$ cat src/rtl/mtb_pkg.sv
`timescale 1ns/1ps
package mtb_pkg;
    typedef enum logic {TS_HALT = 1'b0, TS_COUNT = 1'b1} tmr_state_e;

    localparam int unsigned SLOT_BITS = 3;
    localparam int unsigned OFS_MODE  = 0;
    localparam int unsigned OFS_IE    = 1;
    localparam int unsigned OFS_STS   = 2;
    localparam int unsigned OFS_MATCH = 3;
    localparam int unsigned OFS_CNT   = 6;
endpackage

$ cat src/rtl/mtb_cmp.sv
`timescale 1ns/1ps
module mtb_cmp #(
    parameter int unsigned CNT_W = 32
) (
    input  logic             clk,
    input  logic             rst_n,
    input  logic             count_tick_i,
    input  logic [CNT_W-1:0] cnt_i,
    input  logic             wr_match_i,
    input  logic [CNT_W-1:0] wdata_i,
    input  logic             clr_i,
    output logic [CNT_W-1:0] match_o,
    output logic             hit_o,
    output logic             sts_o
);
    logic [CNT_W-1:0] match_q;
    logic             sts_q;

    always_ff @(posedge clk or negedge rst_n) begin
        if (!rst_n) begin
            match_q <= '0;
        end else if (wr_match_i) begin
            match_q <= wdata_i;
        end
    end

    assign hit_o = count_tick_i && (cnt_i == match_q);

    // hardware set has priority over a software clear
    always_ff @(posedge clk or negedge rst_n) begin
        if (!rst_n) begin
            sts_q <= 1'b0;
        end else if (hit_o) begin
            sts_q <= 1'b1;
        end else if (clr_i) begin
            sts_q <= 1'b0;
        end
    end

    assign match_o = match_q;
    assign sts_o   = sts_q;


    set_wins_chk: assert property (@(posedge clk) disable iff (!rst_n)
        (count_tick_i && cnt_i == match_o && clr_i) |=> sts_o);


    sticky_chk: assert property (@(posedge clk) disable iff (!rst_n)
        (sts_o && !clr_i) |=> sts_o);
endmodule

$ cat src/rtl/mtb_channel.sv
`timescale 1ns/1ps
module mtb_channel
    import mtb_pkg::*;
#(
    parameter int unsigned CNT_W   = 32,
    parameter int unsigned NUM_CMP = 3
) (
    input  logic                            clk,
    input  logic                            rst_n,
    input  logic                            tick_i,
    input  logic                            en_wr_i,
    input  logic                            en_bit_i,
    input  logic [CNT_W-1:0]                wdata_i,
    input  logic                            wr_mode_i,
    input  logic                            wr_ie_i,
    input  logic                            wr_clr_i,
    input  logic [NUM_CMP-1:0]              wr_match_i,
    output logic                            running_o,
    output logic                            periodic_o,
    output logic [NUM_CMP-1:0]              ie_o,
    output logic [NUM_CMP-1:0]              sts_o,
    output logic [CNT_W-1:0]                cnt_o,
    output logic [NUM_CMP-1:0][CNT_W-1:0]   match_o
);
    tmr_state_e           state_q, state_d;
    logic [CNT_W-1:0]     cnt_q, cnt_d;
    logic                 periodic_q;
    logic [NUM_CMP-1:0]   ie_q;
    logic [NUM_CMP-1:0]   hit;
    logic                 count_tick;
    logic                 stop_req;

    assign stop_req   = en_wr_i && !en_bit_i;
    assign count_tick = (state_q == TS_COUNT) && tick_i;

    always_ff @(posedge clk or negedge rst_n) begin
        if (!rst_n) begin
            state_q <= TS_HALT;
        end else begin
            state_q <= state_d;
        end
    end

    always_comb begin
        state_d = state_q;
        unique case (state_q)
            TS_HALT:  if (en_wr_i && en_bit_i) state_d = TS_COUNT;
            TS_COUNT: if (stop_req)            state_d = TS_HALT;
        endcase
    end

    always_comb begin
        cnt_d = cnt_q;
        unique case (state_q)
            TS_HALT:  cnt_d = '0;
            TS_COUNT: begin
                if (stop_req) begin
                    cnt_d = '0;
                end else if (tick_i) begin
                    cnt_d = (periodic_q && hit[0]) ? '0 : cnt_q + 1'b1;
                end
            end
        endcase
    end

    always_ff @(posedge clk or negedge rst_n) begin
        if (!rst_n) begin
            cnt_q      <= '0;
            periodic_q <= 1'b0;
            ie_q       <= '0;
        end else begin
            cnt_q <= cnt_d;
            if (wr_mode_i) periodic_q <= wdata_i[0];
            if (wr_ie_i)   ie_q       <= wdata_i[NUM_CMP-1:0];
        end
    end

    for (genvar c = 0; c < NUM_CMP; c++) begin : g_cmp
        mtb_cmp #(.CNT_W(CNT_W)) u_cmp (
            .clk          (clk),
            .rst_n        (rst_n),
            .count_tick_i (count_tick),
            .cnt_i        (cnt_q),
            .wr_match_i   (wr_match_i[c]),
            .wdata_i      (wdata_i),
            .clr_i        (wr_clr_i && wdata_i[c]),
            .match_o      (match_o[c]),
            .hit_o        (hit[c]),
            .sts_o        (sts_o[c])
        );
    end

    assign running_o  = (state_q == TS_COUNT);
    assign periodic_o = periodic_q;
    assign ie_o       = ie_q;
    assign cnt_o      = cnt_q;


    halt_zero_chk: assert property (@(posedge clk) disable iff (!rst_n)
        !running_o |-> (cnt_o == '0));


    periodic_restart_chk: assert property (@(posedge clk) disable iff (!rst_n)
        (running_o && tick_i && periodic_o && cnt_o == match_o[0]) |=> (cnt_o == '0));


    advance_chk: assert property (@(posedge clk) disable iff (!rst_n)
        (running_o && tick_i && !stop_req && !(periodic_o && cnt_o == match_o[0]))
        |=> (cnt_o == $past(cnt_o) + 1'b1));


    hold_chk: assert property (@(posedge clk) disable iff (!rst_n)
        (running_o && !tick_i && !stop_req) |=> $stable(cnt_o));
endmodule

$ cat src/rtl/match_timer_bank.sv
`timescale 1ns/1ps
module match_timer_bank
    import mtb_pkg::*;
#(
    parameter int unsigned NUM_TMR = 3,
    parameter int unsigned NUM_CMP = 3,
    parameter int unsigned CNT_W   = 32,
    parameter int unsigned ADDR_W  = 6
) (
    input  logic               clk,
    input  logic               rst_n,
    input  logic               tick,
    input  logic [ADDR_W-1:0]  addr,
    input  logic [CNT_W-1:0]   wdata,
    input  logic               wr_en,
    output logic [CNT_W-1:0]   rdata,
    output logic [NUM_TMR-1:0] irq
);
    localparam int unsigned HI_W = ADDR_W - SLOT_BITS;

    logic [HI_W-1:0]                            hi;
    logic [SLOT_BITS-1:0]                       lo;
    logic                                       glob_wr;
    logic [NUM_TMR-1:0]                         running;
    logic [NUM_TMR-1:0]                         periodic;
    logic [NUM_TMR-1:0][NUM_CMP-1:0]            ie_a;
    logic [NUM_TMR-1:0][NUM_CMP-1:0]            sts_a;
    logic [NUM_TMR-1:0][CNT_W-1:0]              cnt_a;
    logic [NUM_TMR-1:0][NUM_CMP-1:0][CNT_W-1:0] match_a;

    assign hi      = addr[ADDR_W-1:SLOT_BITS];
    assign lo      = addr[SLOT_BITS-1:0];
    assign glob_wr = wr_en && (hi == '0) && (lo == '0);

    for (genvar t = 0; t < NUM_TMR; t++) begin : g_tmr
        logic               sel;
        logic [NUM_CMP-1:0] wr_match;

        assign sel = wr_en && (hi == HI_W'(t + 1));
        for (genvar c = 0; c < NUM_CMP; c++) begin : g_ms
            assign wr_match[c] = sel && (lo == SLOT_BITS'(OFS_MATCH + c));
        end

        mtb_channel #(.CNT_W(CNT_W), .NUM_CMP(NUM_CMP)) u_ch (
            .clk        (clk),
            .rst_n      (rst_n),
            .tick_i     (tick),
            .en_wr_i    (glob_wr),
            .en_bit_i   (wdata[t]),
            .wdata_i    (wdata),
            .wr_mode_i  (sel && (lo == SLOT_BITS'(OFS_MODE))),
            .wr_ie_i    (sel && (lo == SLOT_BITS'(OFS_IE))),
            .wr_clr_i   (sel && (lo == SLOT_BITS'(OFS_STS))),
            .wr_match_i (wr_match),
            .running_o  (running[t]),
            .periodic_o (periodic[t]),
            .ie_o       (ie_a[t]),
            .sts_o      (sts_a[t]),
            .cnt_o      (cnt_a[t]),
            .match_o    (match_a[t])
        );

        assign irq[t] = |(sts_a[t] & ie_a[t]);


        stop_clears_chk: assert property (@(posedge clk) disable iff (!rst_n)
            (glob_wr && !wdata[t]) |=> (cnt_a[t] == '0));
    end

    always_comb begin
        rdata = '0;
        if (hi == '0 && lo == '0) begin
            rdata[NUM_TMR-1:0] = running;
        end
        for (int t = 0; t < NUM_TMR; t++) begin
            if (hi == HI_W'(t + 1)) begin
                if (lo == SLOT_BITS'(OFS_MODE)) rdata[0] = periodic[t];
                if (lo == SLOT_BITS'(OFS_IE))   rdata[NUM_CMP-1:0] = ie_a[t];
                if (lo == SLOT_BITS'(OFS_STS))  rdata[NUM_CMP-1:0] = sts_a[t];
                if (lo == SLOT_BITS'(OFS_CNT))  rdata = cnt_a[t];
                for (int c = 0; c < NUM_CMP; c++) begin
                    if (lo == SLOT_BITS'(OFS_MATCH + c)) rdata = match_a[t][c];
                end
            end
        end
    end


    reset_idle_chk: assert property (@(posedge clk)
        $rose(rst_n) |-> (irq == '0 && running == '0));
endmodule

$ cat config.mk
export PLATFORM = sky130hd
export DESIGN_NAME = match_timer_bank
export DESIGN_NICKNAME = d
export VERILOG_FILES = /design/src/rtl/mtb_pkg.sv /design/src/rtl/mtb_cmp.sv /design/src/rtl/mtb_channel.sv /design/src/rtl/match_timer_bank.sv
export SDC_FILE = /design/constraint.sdc
export NUM_CORES = 1
export LEC_CHECK = 0
export BUFFER_PORTS_ARGS = -buffer_cell sky130_fd_sc_hd__buf_2
export CAP_MARGIN = 20
export CELL_PAD_IN_SITES_DETAIL_PLACEMENT = 0
export CELL_PAD_IN_SITES_GLOBAL_PLACEMENT = 2
export CORE_MARGIN = 8
export CORE_UTILIZATION = 45
export CTS_CLUSTER_DIAMETER = 30
export DETAILED_ROUTE_END_ITERATION = 10
export PLACE_DENSITY_LB_ADDON = 0.1
export RECOVER_POWER = 25
export SYNTH_ARGS = -nofsm -noshare
export SYNTH_HDL_FRONTEND = slang
export SYNTH_SLANG_ARGS = --single-unit
$ cat constraint.sdc
create_clock -name clk -period 5.85 [get_ports clk]
set_input_delay 1.17 -clock clk [delete_from_list [all_inputs] [get_ports clk]]
set_output_delay 1.17 -clock clk [all_outputs]
set_load 0.02 [all_outputs]
# After elaboration in Yosys (flattened, before gate mapping)
# Cells that the tools add are included.
dict set report totals {
  rom_bits 0
  output_inout_bits 35
  word_cells 195
  latch_bits 0
  mem_bits_rw 0
  mem_count 0
  input_bits 42
  register_bits 408
}
dict set report classes {
  n_lt_le_gt_ge 0
  mux 64
  bitwise 6
  mul 0
  div 0
  n_addsub 3
  shifts 0
  n_eq_ne 21
  n_reduce_logical 71
}
# operator count
set ops {}
lappend ops {{32-bit two-way mux} 24}
lappend ops {{32-bit equality test} 9}
lappend ops {{32-bit case mux with 2 select lines} 3}
lappend ops {{32-bit by 1-bit adder with 32-bit output, second input constant} 3}
lappend ops {{1-bit logical AND} 54}
lappend ops {{1-bit two-way mux} 27}
lappend ops {{3-bit two-way mux} 7}
lappend ops {{2-bit nonzero test} 9}
lappend ops {{3-bit by 2-bit equality test with 1-bit output, second input constant} 4}
lappend ops {{3-bit bitwise AND} 3}
lappend ops {{3-bit equality test, second input constant} 3}
lappend ops {{3-bit inequality test, second input constant} 3}
lappend ops {{3-bit OR reduction} 3}
lappend ops {{3-bit by 1-bit equality test with 1-bit output, second input constant} 2}
lappend ops {{3-bit logical NOT} 2}
lappend ops {{1-bit case mux with 2 select lines} 3}
lappend ops {{1-bit logical NOT} 3}
lappend ops {{1-bit inverter} 3}

# Depth between registers and ports, before layout
# Gate-level depths: netlist of the first run.
dict set report logic_depth {
  ltp_word 27
  depth_mapped 9
  depth_no_buf 7
}

# By module
# Synthesis of the first run repeated with hierarchy kept, for this count alone.
dict set report unflattened {
  hier_cells 2267
  area_unflattened_um2 23951.7
}
# mod cells_each n_inst area_each_um2 seq_area_each_um2
set by_module_without_submodules {}
lappend by_module_without_submodules {mtb_cmp 115 9 1572.8 825.8}
lappend by_module_without_submodules {mtb_channel 230 3 2064.5 925.9}
lappend by_module_without_submodules {match_timer_bank 542 1 3603.5 0.0}

# Worst setup path after synthesis of the first run
# Ideal clock, no wire load.
dict set report synth_timing {
  path_kind {input to output}
  start {input port addr[1]}
  end {output port rdata[20]}
  setup_slack_ns 1.823
  stages 8
  t_arrival_ns 2.857
  n_path_buf 3
  required_ns 4.680
  path_cell_list {nor2b_1 > clkbuf_1 > nand2_1 > nor2_1 > clkbuf_1 > buf_2 > a222oi_1 > o21ai_0}
}
dict set report synth_between {
  elab_chain_cells 16
  word_cells_on_any_way 19
  classes_between {4 x eq/ne; 15 x mux}
}
# item line_no
set synth_rtl {}
lappend synth_rtl {{start: declaration} match_timer_bank.sv:13} ;# input logic [ADDR_W-1:0] addr,
lappend synth_rtl {{3-bit equality test} match_timer_bank.sv:80} ;# if (lo == SLOT_BITS'(OFS_CNT)) rdata = cnt_a[t];
lappend synth_rtl {{32-bit two-way mux} match_timer_bank.sv:80}
lappend synth_rtl {{32-bit two-way mux (3 in series)} match_timer_bank.sv:82} ;# if (lo == SLOT_BITS'(OFS_MATCH + c)) rdata = match_a[t][c];
lappend synth_rtl {{32-bit two-way mux} match_timer_bank.sv:76} ;# if (hi == HI_W'(t + 1)) begin
lappend synth_rtl {{32-bit two-way mux} match_timer_bank.sv:80}
lappend synth_rtl {{32-bit two-way mux (3 in series)} match_timer_bank.sv:82}
lappend synth_rtl {{32-bit two-way mux} match_timer_bank.sv:76}
lappend synth_rtl {{32-bit two-way mux} match_timer_bank.sv:80}
lappend synth_rtl {{32-bit two-way mux (3 in series)} match_timer_bank.sv:82}
lappend synth_rtl {{32-bit two-way mux *} match_timer_bank.sv:76}
lappend synth_rtl {{end: declaration} match_timer_bank.sv:16} ;# output logic [CNT_W-1:0] rdata,
# Every way passes the cells marked *; elsewhere a longest branch is shown, timed or not.

# Worst setup path in the final report of the first run
dict set report layout_timing {
  start {input port addr[3]}
  end {output port rdata[23]}
}
dict set report layout_between {
  elab_chain_cells 12
  word_cells_on_any_way 14
  classes_between {3 x eq/ne; 11 x mux}
}
# item line_no
set layout_rtl {}
lappend layout_rtl {{3-bit by 1-bit equality test with 1-bit output} match_timer_bank.sv:76}
lappend layout_rtl {{32-bit two-way mux} match_timer_bank.sv:76}
lappend layout_rtl {{32-bit two-way mux} match_timer_bank.sv:80}
lappend layout_rtl {{32-bit two-way mux (3 in series)} match_timer_bank.sv:82}
lappend layout_rtl {{32-bit two-way mux} match_timer_bank.sv:76}
lappend layout_rtl {{32-bit two-way mux} match_timer_bank.sv:80}
lappend layout_rtl {{32-bit two-way mux (3 in series)} match_timer_bank.sv:82}
lappend layout_rtl {{32-bit two-way mux *} match_timer_bank.sv:76}
# Marked as above.

==> results of run 1 <==
==> layer usage <==
layer,global-route usage,vias up
met4,0.0989,2
met3,0.0803,208
met5,0,-
li1,-,8872
met2,0.455,1061
met1,0.449,10600
==> worst max-delay path by stage <==
stage | slack, ps | cells past startpoint | to | startpoint
5_1_grt | 560 | 1 | g_tmr[0].u_ch.g_cmp[2].u_cmp.match_o[17]$_DFFE_PN0P_ | rst_n
3_5_place_dp | 1100 | 9 | rdata[19] | addr[2]
3_3_place_gp | 1080 | 9 | rdata[19] | addr[2]
2_1_floorplan | 1820 | 8 | rdata[20] | addr[1]
4_1_cts | 1110 | 9 | rdata[19] | addr[2]
6_report | 980 | 9 | rdata[23] | addr[3]
==> logic make-up (layout without fill, tap and decap cells) <==
group           Yosys count  after routing  synth area share
other cells               0              2                 0
flops                   408            408             0.425
mux                     322            322             0.149
fa+ha+maj                 3              3           0.00156
compound gates          481            481             0.143
simple gates            610            610             0.128
buf+inv                 273            389            0.0481
xor+xnor                289            289             0.105
==> report_power, final <==
part           internal (W)  total, W  switching (W)
logic              0.000502   0.00125       0.000750
registers           0.00313   0.00348       0.000356
clock network       0.00504   0.00693        0.00189
total               0.00867    0.0117        0.00299
==> state kept, by name, summed over array words and instances (netlist names), named ones only <==
register / count
g_tmr.u_ch.ie_o: 9
g_tmr.u_ch.g_cmp.u_cmp.sts_o: 9
g_tmr.u_ch.g_cmp.u_cmp.match_o: 288
g_tmr.u_ch.cnt_o: 96
g_tmr.u_ch.periodic_o: 3
==> through the flow <==
stage	instances	instance area, um^2	utilization	hold WS, ps
CTS	3188	29200	0.554	509
floorplan	2386	24000	-	449
detailed placement	2973	24900	0.472	486
global route	3190	29200	0.555	537
global placement	2970	24800	0.472	466
finish	3192	29200	0.555	503
==> placed cells by master (no fill, tap or decap), types with 26 or more instances in the layout <==
cell,count
dfrtp_1,408
mux2_2,278
nand2_1,200
xor2_1,186
clkbuf_16,119
o21ai_0,112
xnor2_1,103
a22oi_1,94
nand4_1,92
buf_2,76
nand3_1,75
a221oi_1,58
nor2_1,56
buf_4,54
nor4_1,51
mux2i_1,44
nor3_1,40
inv_1,34
a31oi_1,34
and3_1,28
o221ai_1,28
a21o_1,27
clkinv_2,27
bufinv_16,26
==> tightest hold or removal path: stages, from the launching register on <==
cell	delay [ps]
dfrtp_1	350
nand2_1	50
o21ai_0	60
==> area by class of cell <==
| type | instances | share of cell area |
|---|---|---|
| Tap cell | 688 | 0.0295 |
| Inverter | 35 | 0.00450 |
| Timing Repair Buffer | 139 | 0.0322 |
| Sequential cell | 408 | 0.349 |
| Antenna cell | 2 | 0.000171 |
| Multi-Input combinational cell | 1705 | 0.437 |
| Clock inverter | 67 | 0.0351 |
| Clock buffer | 148 | 0.112 |
==> metrics.md, run 1 <==
| Metric | Value |
|---|---|
| Crit path cell chain | clkbuf_1 -> nor3b_2 -> nand2_1 -> buf_4 -> nor2_1 -> a221oi_1 -> a21o_1 -> o221ai_1 -> buf_2 |
| Synth top area share | 0.425 |
| Cell variety after synth | 70 |
| Top sig layer | met5 |
| Ranking of synthesized cells by area | dfrtp_1 (42%), mux2_2 (13%), xor2_1 (6.8%) |
| CTS root buf | clkbuf_16 |
| DIE AREA | 0.0610 mm^2 |
| DPL Wire Length | 69600 um |
| Syn Area/Cell | 10.1 um^2 |
| Register bit total from synthesis | 408 |
| Via density | 6.49 |
| Wire per inst | 30.3 um |
| Clk Latency, worst-skew pair | 650 ps |
| RSZ-0062 raised after global routing | no |
| Fmax | 205 MHz |
| Met3 WL | 9270 um |
| Setup violators final | 0 |
| Clock sinks | 408 |
| Final hold violations | 0 |
| CTS buffer count | 116 |
| Max Buffers Root-to-Sink | 3 |
| Total GRT Usage | 0.312 |
| PwrDens | 399 mW/mm^2 |
| Syn. warnings | 0 |
| Post-Syn Instances | 2386 |
| Reg2reg end | g_tmr[2].u_ch.cnt_o[19]$_DFFE_PN0P_ |
| Initial antenna violation count | 4 |
| CP Launch Type | input port |
| Number of enable flip-flop cells after synthesis | 0 |
| Top-count cell post-synth | dfrtp_1 |
| Post-DRT Antenna Nets | 0 |
| Fraction of layout cells with a size suffix above 1 | 0.262 |
| DRC Markers | 0 |
| FF-to-FF path depth | 6 |
| Hold worst-path end | g_tmr[2].u_ch.periodic_o$_DFFE_PN0P_ |
| Core area | 0.0527 mm^2 |
| Die height | 247 um |
| Die X | 247 um |
| DR iter-0 viols | 2364 |
| Layout fillers | 4689 |
| Clock transition at the registers of the reported paths | 40 ps |
| Main flop type after synthesis | dfrtp_1 |
| Worst-path fanout max | 17 |
| Initial DRT Pass Iterations | 6 |
| Hold/Removal Path Class | reg -> reg |
| Setup Fix Bufs, Post-CTS | 0 |
| Final worst slack | 978 ps |
| Area of the multi-input gates | 0.0128 mm^2 |
| GPL Wtd Cong | 0.987 |
| Tightest Pin Transition | 4320 ps |
| Mapped Nets | 2431 |
| Post-Route M1 WL | 42300 um |
| Setup TNS | 0 ps |
| Row Count | 84 |
| CTS tree | done |
| Io pins | 77 |
| H-Tree Depth | 3 |
| Slew Limit Fails | 78 |
| Port Buffer Count | 76 |
| Post-Route Skew | 22.2 ps |
| Placement Setup Slack | 1100 ps |
| Max VDD drop | 0.000245 V |
| First-pass GRT wire length | 141000 um |
| Outcome | finished with violations |
| Sequential share of the synthesized area | 0.425 |
| # nets final | 2450 |
| Worst hold path startpoint | g_tmr[2].u_ch.periodic_o$_DFFE_PN0P_ |
| Critical path capture point type | primary output |
| Commonest cells post-synth | dfrtp_1 (408), mux2_2 (278), nand2_1 (201) |
| Most area-hungry cell type in the Yosys netlist | dfrtp_1 |
| Post-CTS sizing | 0 |
| Number of global-route vias before repair | 19.7k |
| Tmin final | 4870 ps |
| Power, Total | 0.0117 W |
| Ys async rst share | 1.00 |
| Mapped cell area | 0.0240 mm^2 |
| Final Cycle Share | 0.833 |
| Violated checks | capacitance limit, slew limit |
| Initial core utilization | 0.456 |
| Worst Path Required | 4680 ps |
| Max transition margin | -1.88 |
| CP arrival | 3700 ps |
| Met2 WL | 42100 um |
| Hold Path Cell Cnt | 2 |
| CP Class | in -> out |
| Reg area | 0.0102 mm^2 |
| Area Growth Syn to Fin | 21.6% |
| Worst r2r src | g_tmr[2].u_ch.cnt_o[2]$_DFFE_PN0P_ |
| Worst R2R Setup Slack | 1970 ps |
| Buf/Inv on CP | 3 |
| Cts hold-fix bufs | 0 |
| Vias post-DR | 20.7k |
| Total gr overflow | 0 |
| Worst path top cell family by delay | simple AND/OR/NAND/NOR gates |
| Slowest cell on crit path | nand2_1 |
| WL final | 96900 um |
| Max-cap violations | 1 |
| Largest net degree at the start of global routing | 132 |
| Pleak | 13.3 nW |
| CP peak stage delay | 780 ps |
No activity file was read; power rests on OpenSTA's default activity.
==> inputs of run 2 (changes only) <==
- ABC_AREA: default -> 1
- CORE_UTILIZATION: 45 -> 37
- clock period: 5.85 -> 4.8 ns (I/O delays scaled with it)
==> run 2 against run 1 <==
Net effect:
- the flow still finishes with violations (capacitance limit, slew limit)
- largest power group unchanged
- flip-flop and latch count unchanged
- largest cell class unchanged
- synthesized cell count increased by 40%
- critical path depth is 4 higher
- synthesized area increased by 3.6%
- utilization shrank 9.2 points
- clock skew grew 2.3 ps
- first-iteration DRC count up 30%
- clock-buffer cell count rose by 45
- global-route usage fell by 0.71 points
- die area up 24%
- sequential power grew 26%
==> metrics.md, run 2 <==
| Metric | Value |
|---|---|
| Placement Setup Slack | 104 ps (-1000 ps) |
| Max Buffers Root-to-Sink | 3 (unchanged) |
| Row Count | 95 (+13%) |
| Die height | 275 um (+11%) |
| Via density | 5.83 (-10%) |
| Most area-hungry cell type in the Yosys netlist | dfrtp_1 |
| PwrDens | 487 mW/mm^2 (+22%) |
| CP Launch Type | input port |
| Vias post-DR | 25.8k (+25%) |
| Commonest cells post-synth | nand2_1 (698), o21ai_0 (543), dfrtp_1 (408) |
| Hold/Removal Path Class | reg -> reg |
| Fraction of layout cells with a size suffix above 1 | 0.140 (-0.122) |
| Total GRT Usage | 0.305 (-0.00708) |
| Max-cap violations | 1 (unchanged) |
| Clock group share of total power | 0.563 (-0.031) |
| Synth top area share | 0.410 (-0.0147) |
| Top-count cell post-synth | nand2_1 |
| H-Tree Depth | 4 (+1) |
| Clk Latency, worst-skew pair | 700 ps (+50 ps) |
| Pleak | 13.7 nW (+3.1%) |
| Largest net degree at the start of global routing | 99 (-25%) |
| Ys async rst share | 1.00 (unchanged) |
| CTS root buf | clkbuf_16 |
| Final Non-Filler Cells | 4428 (+39%) |
| Post-Syn Instances | 3340 (+40%) |
| Die X | 275 um (+11%) |
| DPL Wire Length | 86300 um (+24%) |
| Syn. warnings | 0 (unchanged) |
| CTS buffer count | 131 (+13%) |
| Outcome | finished with violations |
| Final hold violations | 0 (unchanged) |
| Total gr overflow | 0 (unchanged) |
| Ranking of synthesized cells by area | dfrtp_1 (41%), o21ai_0 (11%), nand2_1 (11%) |
| DIE AREA | 0.0758 mm^2 (+24%) |
| Tightest Pin Transition | 2950 ps (-1370 ps) |
| Design area | 0.0310 mm^2 (+5.9%) |
| Number of enable flip-flop cells after synthesis | 0 (unchanged) |
| Violated checks | capacitance limit, slew limit |
| CP Class | in -> out |
| CP arrival | 3750 ps (+50 ps) |
| Worst-path fanout max | 21 (+4) |
| Worst Path Required | 3840 ps (-840 ps) |
| Commonest non-fill, non-tap cells in the layout | nand2_1 (690), o21ai_0 (542), dfrtp_1 (408) |
| CTS tree | done |
| Largest register FFs | 288 (unchanged) |
| Internal power | 0.0106 W (+22%) |
| Port Buffer Count | 76 (unchanged) |
| Io pins | 77 (unchanged) |
| Syn Area/Cell | 7.45 um^2 (-26%) |
| Most common cell after layout, fill and taps aside | nand2_1 |
| Sequential share of the synthesized area | 0.410 (-0.0147) |
| Initial core utilization | 0.372 (-0.0844) |
| Cell variety after synth | 58 (-17%) |
| Max transition margin | -0.968 (+0.914) |
| Critical path capture point type | primary output |
| Final worst slack | 85.9 ps (-892 ps) |
| First-pass GRT wire length | 170000 um (+21%) |
| Switching Share | 0.296 (+0.0397) |
| Net Sw Power | 0.00447 W (+49%) |
| Clock sinks | 408 (unchanged) |
| Clock transition at the registers of the reported paths | 40 ps (about the same) |
| Initial antenna violation count | 7 (+3) |
| Initial DRT Pass Iterations | 8 (+2) |
| Setup violators final | 0 (unchanged) |
| Core area | 0.0669 mm^2 (+27%) |
| Setup TNS | 0 ps (unchanged) |
| Setup Fix Bufs, Post-CTS | 0 (unchanged) |
| Mapped cell area | 0.0249 mm^2 (+3.6%) |
| Comb power frac | 0.146 (+0.039) |
| Final Cycle Share | 0.982 |
| WL final | 117000 um (+20%) |
| Sequential Power Share | 0.291 (-0.008) |
| CP peak stage delay | 490 ps (-290 ps) |
| DR iter-0 viols | 3070 (+30%) |
| RSZ-0062 raised after global routing | no |
| Wire per inst | 26.4 um (-13%) |
| Slew Limit Fails | 98 (+26%) |
| Mapped Nets | 3385 (+39%) |
| Dpl cell area | 0.0266 mm^2 (+6.8%) |
| Crit path cell chain | buf_2 -> inv_1 -> nand3_4 -> inv_2 -> a221oi_1 -> a21oi_1 -> a22oi_1 -> nand2_1 -> o21ai_0 -> o21ai_0 -> a21oi_1 -> o21ai_0 -> buf_2 |
| Register bit total from synthesis | 408 (unchanged) |
| GPL Wtd Cong | 1.00 (+1.3%) |
| Fmax | 212 MHz |
| # nets final | 3494 (+43%) |
| Slowest cell on crit path | inv_2 |
| Area Growth Syn to Fin | 24.4% |
| Crit path top cell by count | o21ai_0 |
| Tmin final | 4710 ps |
| DRC Markers | 0 (unchanged) |
| Inst Count DP | 4189 (+41%) |
| Number of global-route vias before repair | 24.5k (+24%) |
| Max VDD drop | 0.000291 V (+19%) |
| Post-Route Skew | 24.6 ps (+2.34 ps) |
| Main flop type after synthesis | dfrtp_1 |
| Post-DRT Antenna Nets | 0 (unchanged) |
==> run 2: repair_timing <==
action,in CTS,in global routing
endpoints found under the setup margin,0,7
gates resized for setup,0,3
hold buffers,0,0
==> run 2: routing by layer <==
| layer | up-vias | wire [um] | GRT usage | share of wire |
|---|---|---|---|---|
| met4 | 0 | 4530 | 0.121 | 0.039 |
| li1 | 11700 | - | - | - |
| met3 | 197 | 9720 | 0.0618 | 0.083 |
| met2 | 1247 | 50600 | 0.459 | 0.43 |
| met1 | 12700 | 51800 | 0.427 | 0.44 |
| met5 | - | 0 | 0 | 0 |
==> run 2: critical path, delay by kind of cell <==
family,cells,cell delay [ps]
buf+inv,4,1090
simple gates,2,220
compound gates,7,1480
==> run 2: layout make-up <==
| class | count | area, um^2 |
|---|---|---|
| Fill cell | 6791 | 36000 |
| Timing Repair Buffer | 177 | 1270 |
| Antenna cell | 3 | 7.51 |
| Multi-Input combinational cell | 2345 | 12500 |
| Sequential cell | 408 | 10200 |
| Inverter | 386 | 1460 |
| Clock buffer | 193 | 3920 |
| Clock inverter | 43 | 505 |
| Tap cell | 873 | 1090 |
==> run 2: logic make-up (layout without fill, tap and decap cells) <==
kind of cell               Yosys count  in the layout  share of synthesized area
DFF                                408            408                      0.410
adders and majority gates            3              3                    0.00151
buffers and inverters              587            799                     0.0910
other                                0              3                          0
xor gates and xnor gates           133            133                     0.0468
and+or+nand+nor                   1182           1182                      0.212
AOI/OAI and AO/OA                 1027           1027                      0.238
==> run 2: path summary, 6_finish.rpt <==
kind	startpoint	endpoint	slack, ps	cells after the start
min in group asynchronous	rst_n	g_tmr[1].u_ch.cnt_o[12]$_DFFE_PN0P_	1220	1
hold reg to reg	g_tmr[2].u_ch.g_cmp[1].u_cmp.match_o[25]$_DFFE_PN0P_	g_tmr[2].u_ch.g_cmp[1].u_cmp.match_o[25]$_DFFE_PN0P_	480	2
max in group asynchronous	rst_n	asynchronous set/reset pin	920	2
hold / removal	g_tmr[2].u_ch.g_cmp[1].u_cmp.match_o[25]$_DFFE_PN0P_	g_tmr[2].u_ch.g_cmp[1].u_cmp.match_o[25]$_DFFE_PN0P_	480	2
setup reg to reg	g_tmr[2].u_ch.cnt_o[20]$_DFFE_PN0P_	g_tmr[2].u_ch.cnt_o[30]$_DFFE_PN0P_	1340	11
setup / recovery	addr[2]	rdata[21]	90	13
==> run 2: metrics by stage <==
| stage | power (W) | utilization | hold slack [ps] |
|---|---|---|---|
| final | 0.0151 | 0.463 | 479 |
| after CTS | 0.0151 | 0.463 | 365 |
| after global placement | 0.00655 | 0.397 | 467 |
| after detailed placement | 0.00657 | 0.397 | 476 |
| after floorplan | 0.00557 | - | 453 |
| after global routing | 0.0156 | 0.462 | 507 |
==> run 2: power by group through the flow <==
| stage | registers [W] | logic, W | clock network, W |
|---|---|---|---|
| 5_1_grt | 0.00444 | 0.00240 | 0.00878 |
| 3_5_place_dp | 0.00442 | 0.00215 | 0 |
| 3_3_place_gp | 0.00441 | 0.00214 | 0 |
| 6_report | 0.00439 | 0.00220 | 0.00848 |
| 4_1_cts | 0.00438 | 0.00216 | 0.00857 |
| 2_1_floorplan | 0.00422 | 0.00136 | 0 |
